### src/rtl/rgmii_cmd_rx.sv
`timescale 1ns/1ps
module rgmii_cmd_rx #(
  parameter int CNT_W   = 12,
  parameter int DROP_W  = 16,
  parameter int CMD_OFS = 42
) (
  input  logic              rxc,
  input  logic              rst_n,
  input  logic [3:0]        rxd,
  input  logic              rx_ctl,
  output logic              cmd_valid,
  output logic [7:0]        cmd_code,
  output logic [7:0]        cmd_op,
  output logic [7:0]        cmd_dev,
  output logic [15:0]       cmd_size,
  output logic [DROP_W-1:0] drop_count
);
  localparam logic [CNT_W-1:0] O_ET0   = CNT_W'(12);
  localparam logic [CNT_W-1:0] O_ET1   = CNT_W'(13);
  localparam logic [CNT_W-1:0] O_VER   = CNT_W'(14);
  localparam logic [CNT_W-1:0] O_PROTO = CNT_W'(23);
  localparam logic [CNT_W-1:0] O_CODE  = CNT_W'(CMD_OFS);
  localparam logic [CNT_W-1:0] O_OP    = CNT_W'(CMD_OFS + 1);
  localparam logic [CNT_W-1:0] O_DEV   = CNT_W'(CMD_OFS + 2);
  localparam logic [CNT_W-1:0] O_SZH   = CNT_W'(CMD_OFS + 3);
  localparam logic [CNT_W-1:0] O_SZL   = CNT_W'(CMD_OFS + 4);
  localparam logic [CNT_W-1:0] MIN_LEN = CNT_W'(CMD_OFS + 9);
  localparam logic [31:0]      RESIDUE = 32'hDEBB20E3;

  typedef enum logic [1:0] {S_IDLE, S_PRE, S_BODY, S_SKIP} st_t;

  function automatic logic [31:0] crc_step(input logic [31:0] c, input logic [7:0] d);
    logic [31:0] r;
    r = c;
    for (int i = 0; i < 8; i++)
      r = (r >> 1) ^ ((r[0] ^ d[i]) ? 32'hEDB88320 : 32'h0);
    return r;
  endfunction

  logic [3:0] hi_n;
  logic       ctl_f;
  always_ff @(negedge rxc or negedge rst_n)
    if (!rst_n) begin
      hi_n  <= '0;
      ctl_f <= 1'b0;
    end else begin
      hi_n  <= rxd;
      ctl_f <= rx_ctl;
    end

  logic [3:0] lo_q;
  logic       ctl_r;
  logic [7:0] rx_byte;
  logic       rx_dv, rx_er;
  always_ff @(posedge rxc or negedge rst_n)
    if (!rst_n) begin
      lo_q    <= '0;
      ctl_r   <= 1'b0;
      rx_byte <= '0;
      rx_dv   <= 1'b0;
      rx_er   <= 1'b0;
    end else begin
      lo_q    <= rxd;
      ctl_r   <= rx_ctl;
      rx_byte <= {hi_n, lo_q};
      rx_dv   <= ctl_r;
      rx_er   <= ctl_r ^ ctl_f;
    end

  st_t              st;
  logic [CNT_W-1:0] cnt;
  logic [31:0]      crc;
  logic             err_f, type_ok;
  logic [7:0]       sh_code, sh_op, sh_dev;
  logic [15:0]      sh_size;

  wire frame_end = !rx_dv && (st != S_IDLE);
  wire body_ok   = (crc == RESIDUE) && (cnt >= MIN_LEN);
  wire drop_now  = frame_end && (err_f || ((st == S_BODY) && !body_ok));
  wire hit_now   = frame_end && (st == S_BODY) && !err_f && body_ok && type_ok;

  always_ff @(posedge rxc or negedge rst_n)
    if (!rst_n) begin
      st      <= S_IDLE;
      cnt     <= '0;
      crc     <= '1;
      err_f   <= 1'b0;
      type_ok <= 1'b1;
      sh_code <= '0;
      sh_op   <= '0;
      sh_dev  <= '0;
      sh_size <= '0;
    end else begin
      err_f <= (st == S_IDLE) ? (rx_dv && rx_er) : (err_f || (rx_dv && rx_er));
      case (st)
        S_IDLE: begin
          cnt     <= '0;
          crc     <= '1;
          type_ok <= 1'b1;
          if (rx_dv) st <= (rx_byte == 8'h55 && !rx_er) ? S_PRE : S_SKIP;
        end
        S_PRE: begin
          if (!rx_dv)                st <= S_IDLE;
          else if (rx_er)            st <= S_SKIP;
          else if (rx_byte == 8'hD5) st <= S_BODY;
          else if (rx_byte != 8'h55) st <= S_SKIP;
        end
        S_BODY: begin
          if (!rx_dv) st <= S_IDLE;
          else begin
            crc <= crc_step(crc, rx_byte);
            if (cnt != '1) cnt <= cnt + 1'b1;
            case (cnt)
              O_ET0:   if (rx_byte != 8'h08) type_ok <= 1'b0;
              O_ET1:   if (rx_byte != 8'h00) type_ok <= 1'b0;
              O_VER:   if (rx_byte != 8'h45) type_ok <= 1'b0;
              O_PROTO: if (rx_byte != 8'h11) type_ok <= 1'b0;
              O_CODE:  sh_code <= rx_byte;
              O_OP:    sh_op   <= rx_byte;
              O_DEV:   sh_dev  <= rx_byte;
              O_SZH:   sh_size[15:8] <= rx_byte;
              O_SZL:   sh_size[7:0]  <= rx_byte;
              default: ;
            endcase
          end
        end
        default: if (!rx_dv) st <= S_IDLE;
      endcase
    end

  always_ff @(posedge rxc or negedge rst_n)
    if (!rst_n) begin
      cmd_valid  <= 1'b0;
      cmd_code   <= '0;
      cmd_op     <= '0;
      cmd_dev    <= '0;
      cmd_size   <= '0;
      drop_count <= '0;
    end else begin
      cmd_valid <= hit_now;
      if (hit_now) begin
        cmd_code <= sh_code;
        cmd_op   <= sh_op;
        cmd_dev  <= sh_dev;
        cmd_size <= sh_size;
      end
      if (drop_now) drop_count <= drop_count + 1'b1;
    end
endmodule

### config.mk
export PLATFORM = sky130hd
export DESIGN_NAME = rgmii_cmd_rx
export DESIGN_NICKNAME = d
export VERILOG_FILES = /design/src/rtl/rgmii_cmd_rx.sv
export SDC_FILE = /design/constraint.sdc
export NUM_CORES = 1
export LEC_CHECK = 0
export CAP_MARGIN = 20
export CORE_MARGIN = 2
export CORE_UTILIZATION = 50
export CTS_BUF_LIST = sky130_fd_sc_hd__clkbuf_8
export DETAILED_ROUTE_END_ITERATION = 6
export PLACE_DENSITY_LB_ADDON = 0.05
export SYNTH_ARGS = -nofsm -noshare
export SYNTH_HDL_FRONTEND = slang
export SYNTH_SLANG_ARGS = --single-unit
### constraint.sdc
create_clock -name rxc -period 3.25 [get_ports rxc]
set_input_delay 0.325 -clock rxc [delete_from_list [all_inputs] [get_ports rxc]]
set_output_delay 0.325 -clock rxc [all_outputs]
set_load 0.01 [all_outputs]
## Word-level counts from Yosys, hierarchy flattened

Cells that the tools add are included.

| storage, ports and cells | value |
|---|---|
| logic and storage cells | 130 |
| output and inout port bits | 57 |
| register bits after elaboration | 165 |

| operators by class | value |
|---|---|
| add/subtract/negate cells | 2 |
| equality and inequality tests | 29 |
| reductions and logical operators | 29 |
| order comparisons | 1 |
| bitwise operators | 17 |
| muxes and demuxes | 29 |

Operators by type and width:

| cell | number |
|---|---|
| $mux 32 | 9 |
| $xor 31x32->32 | 8 |
| $pmux 32 s2 | 1 |
| $eq 12x6->1 const B | 5 |
| $eq 12x4->1 const B | 3 |
| $eq 32x32->1 const B | 1 |
| $mux 12 | 2 |
| $pmux 12 s2 | 1 |
| $reduce_and 3->1 | 7 |
| $add 16x1->16 const B | 1 |
| $ne 8x7->1 const B | 2 |
| $mux 2 | 7 |
| $add 12x1->12 const B | 1 |
| $eq 12x5->1 const B | 1 |
| $ge 12x6->1 const B | 1 |
| $ne 12x12->1 const B | 1 |
| $ne 3x3->1 const B | 4 |
| $logic_and 1x1->1 | 10 |
| $xor 1x1->1 | 9 |
| $eq 8x7->1 const B | 1 |
| $eq 8x8->1 const B | 1 |
| $ne 8x4->1 const B | 1 |
| $ne 8x5->1 const B | 1 |
| $reduce_bool 8->1 | 1 |
| other kinds (17) | 28 |

## Logic depth before layout (Yosys ltp)

| logic depth | value |
|---|---|
| word-level depth | 26 |
| mapped depth | 7 |
| depth with buffers taken out | 7 |

==> out/results.txt <==
status: finished clean
layout cells sized above 1: 0.203
full die area: 15,500 um2
Setup TNS: 0 ns
Cell Rows: 44
remaining antenna violation count after routing: 0
clk slew on worst S/H paths: 0.08 ns
Max Cap Viol: 0
Residual DRC: 0
DIE WIDTH: 125 um
drt via density: 5.41
CTS tree: done
vias in the first global route: 4,739
Fmax: 0.360 GHz
cell with the most instances after synthesis: dfrtp_1
Sink Count: 165
required time of the critical path: 3.58 ns
utilization after layout: 0.596
Synth top area share: 0.437
post-cts hold buffer count: 1
RSZ-0062 raised after global routing: no
HPWL reported at the end of detailed placement: 10,500 um
Filler cells: 1,202
leading area contributor after synthesis: dfrtp_1
initial antenna violation count: 0
grt ovf: 0
Vias: 4,543
Pleak: 0.00378 uW
CTS buffer count: 17
register area share after synthesis: 0.573
post-synthesis async set-or-reset flop share: 1.00
Synth warnings: 0
Clock Skew: 0.0522 ns
Sequential Area: 4170 um2
Resized cells post-CTS: 0
area occupied by multi-input gates: 2940 um2
worst hold path type: input pin to register
critical path type: register to register
CP arrival: 3.11 ns
Slew Viols, Final: 0
clock tree buffer depth: 2
number of flops mapped to enable cells by yosys: 0
endpoints failing hold: 0
ANT cells: 0
Synth Cell Area: 7270 um2
Area contributors post-synth: dfrtp_1 (44%), dfstp_2 (12%), xnor2_1 (7.9%), mux2_2 (6.3%), mux2_1 (6.2%)
pwr dens: 723 nW/um2
Max IR drop VDD: 0.472 mV
Clock Latency Late Sink: 0.45 ns
First DRT Iteration DRCs: 310
worst-path fanout max: 22
TritonRoute pass-1 iters: 4
nets: 655
fin crit share: 0.855
CTS root buf: clkbuf_8
Initial Util: 0.506
Syn Nets: 585
syn avg cell area: 12.7 um2
final setup vio count: 0
Post-Syn Instances: 573
Max H-tree Level: 4
WL final: 15,500 um
largest net degree at the start of global routing: 70
Most used DFF post-synth: dfrtp_1
die height: 125 um
first-pass GRT wire length: 25,500 um
measured slew at the worst slew-check pin: 0.863 ns
Slew headroom: 0.425
PnR Total Power: 6200 uW
average routed wire per standard cell: 18.4 um
flops & latches, synth: 165
gr usage total: 0.210
postcts setup bufs: 0
Period minus WS final: 2.78 ns
P&R area growth vs syn: 17.8%
gp weighted congestion: 0.811
# port buffers: 63
IO Count: 64
CP startpoint kind: register
CP Capture Type: register
Post-synth top cells: dfrtp_1 (127), xnor2_1 (66), mux2_2 (41)
Yosys cell types: 53
Core Region: 14,400 um2
==> report_power, final <==
| group | internal, uW | switching, uW |
|---|---|---|
| clock network | 768 | 770 |
| logic | 1000 | 1070 |
| registers | 2350 | 237 |
==> state kept, by name, indices dropped and copies added (netlist names), 2 cells and up <==
name / cells
hi_n: 4
lo_q: 4
cmd_op: 8
cmd_code: 8
sh_op: 8
crc: 32
drop_count: 16
sh_code: 8
cmd_dev: 8
cnt: 12
sh_size: 16
st: 2
sh_dev: 8
rx_byte: 8
cmd_size: 16
==> layer usage <==
layer | track usage | up-vias | routed length (um) | part of all wire
met3 | 0.0507 | 13 | 625 | 0.040
met4 | 0.0542 | 0 | 175 | 0.011
met5 | 0 | - | 0 | 0
met1 | 0.303 | 2286 | 7360 | 0.48
li1 | - | 2156 | - | -
met2 | 0.321 | 88 | 7300 | 0.47
==> worst max-delay path, cell delays in order, from the launching register on <==
cell and delay [ns]:
dfstp_2 0.39, or4_1 0.52, nor4_1 0.50, nand4_1 0.23
nor4_4 0.29, buf_4 0.35, mux2_1 0.36
==> layout by cell type, fill, tap and decap left out, types with 4 or more instances in the layout <==
master           synthesis  routed
mux2_1                  40      40
nor3_1                  36      36
ha_1                     5       5
xor2_1                  24      24
dfstp_2                 33      33
nor4_1                  10      10
dfrtn_1                  5       5
a21oi_1                 30      30
nand2_1                 16      16
xnor2_1                 66      66
clkbuf_8                 0      17
nor2_1                  13      12
and3_1                   8       8
clkdlybuf4s50_1          0      62
inv_1                    9      11
mux2_2                  41      41
inv_6                    0       4
nand3_1                 11      11
nand4_1                 14      14
buf_4                    4      18
o21ai_0                  6       6
dfrtp_1                127     127
==> area by class of cell <==
cell class,instances,area share
flip-flops and latches,165,0.487
multi-input cells,368,0.344
repair buffers,82,0.0907
clock buffers,17,0.0273
well taps,184,0.0269
clock inverters,15,0.0209
inverters,9,0.00394
==> per-stage QoR <==
| step | cell area (um2) | hold slack [ns] | cells | setup slack, ns |
|---|---|---|---|---|
| 6_report | 8570 | 0.330 | 840 | 0.472 |
| 5_1_grt | 8570 | 0.292 | 840 | 0.340 |
| 4_1_cts | 8570 | 0.308 | 840 | 0.508 |
| 3_5_place_dp | 8140 | 0.290 | 807 | 0.530 |
| 3_3_place_gp | 8140 | 0.281 | 806 | 0.616 |
| 2_1_floorplan | 7270 | 0.0294 | 573 | 0.801 |
==> worst paths after layout <==
check	from	end	slack, ns	cells past startpoint
worst min-delay path	rxd[2]	lo_q[2]	0.33	1
worst max-delay path	crc[14]	cmd_op[4]	0.47	6
worst max register to register	crc[14]	cmd_op[4]	0.47	6
min in group asynchronous	rst_n	cmd_dev[6]	0.39	2
worst min register to register	lo_q[3]	rx_byte[3]	0.35	0
max in group asynchronous	rst_n	hi_n[0]	0.93	2
==> logic make-up (layout without fill, tap and decap cells) <==
logic type,count (synthesis),in the layout,share of synthesized area
adder cells (fa/ha/maj),5,5,0.00860
buffers and inverters,40,123,0.0236
flip-flops,165,165,0.573
AO/OA/AOI/OAI,50,50,0.0409
multiplexers,82,82,0.127
AND/OR/NAND/NOR,136,136,0.106
XOR/XNOR,95,95,0.120
(Power assumes the default switching activity.)
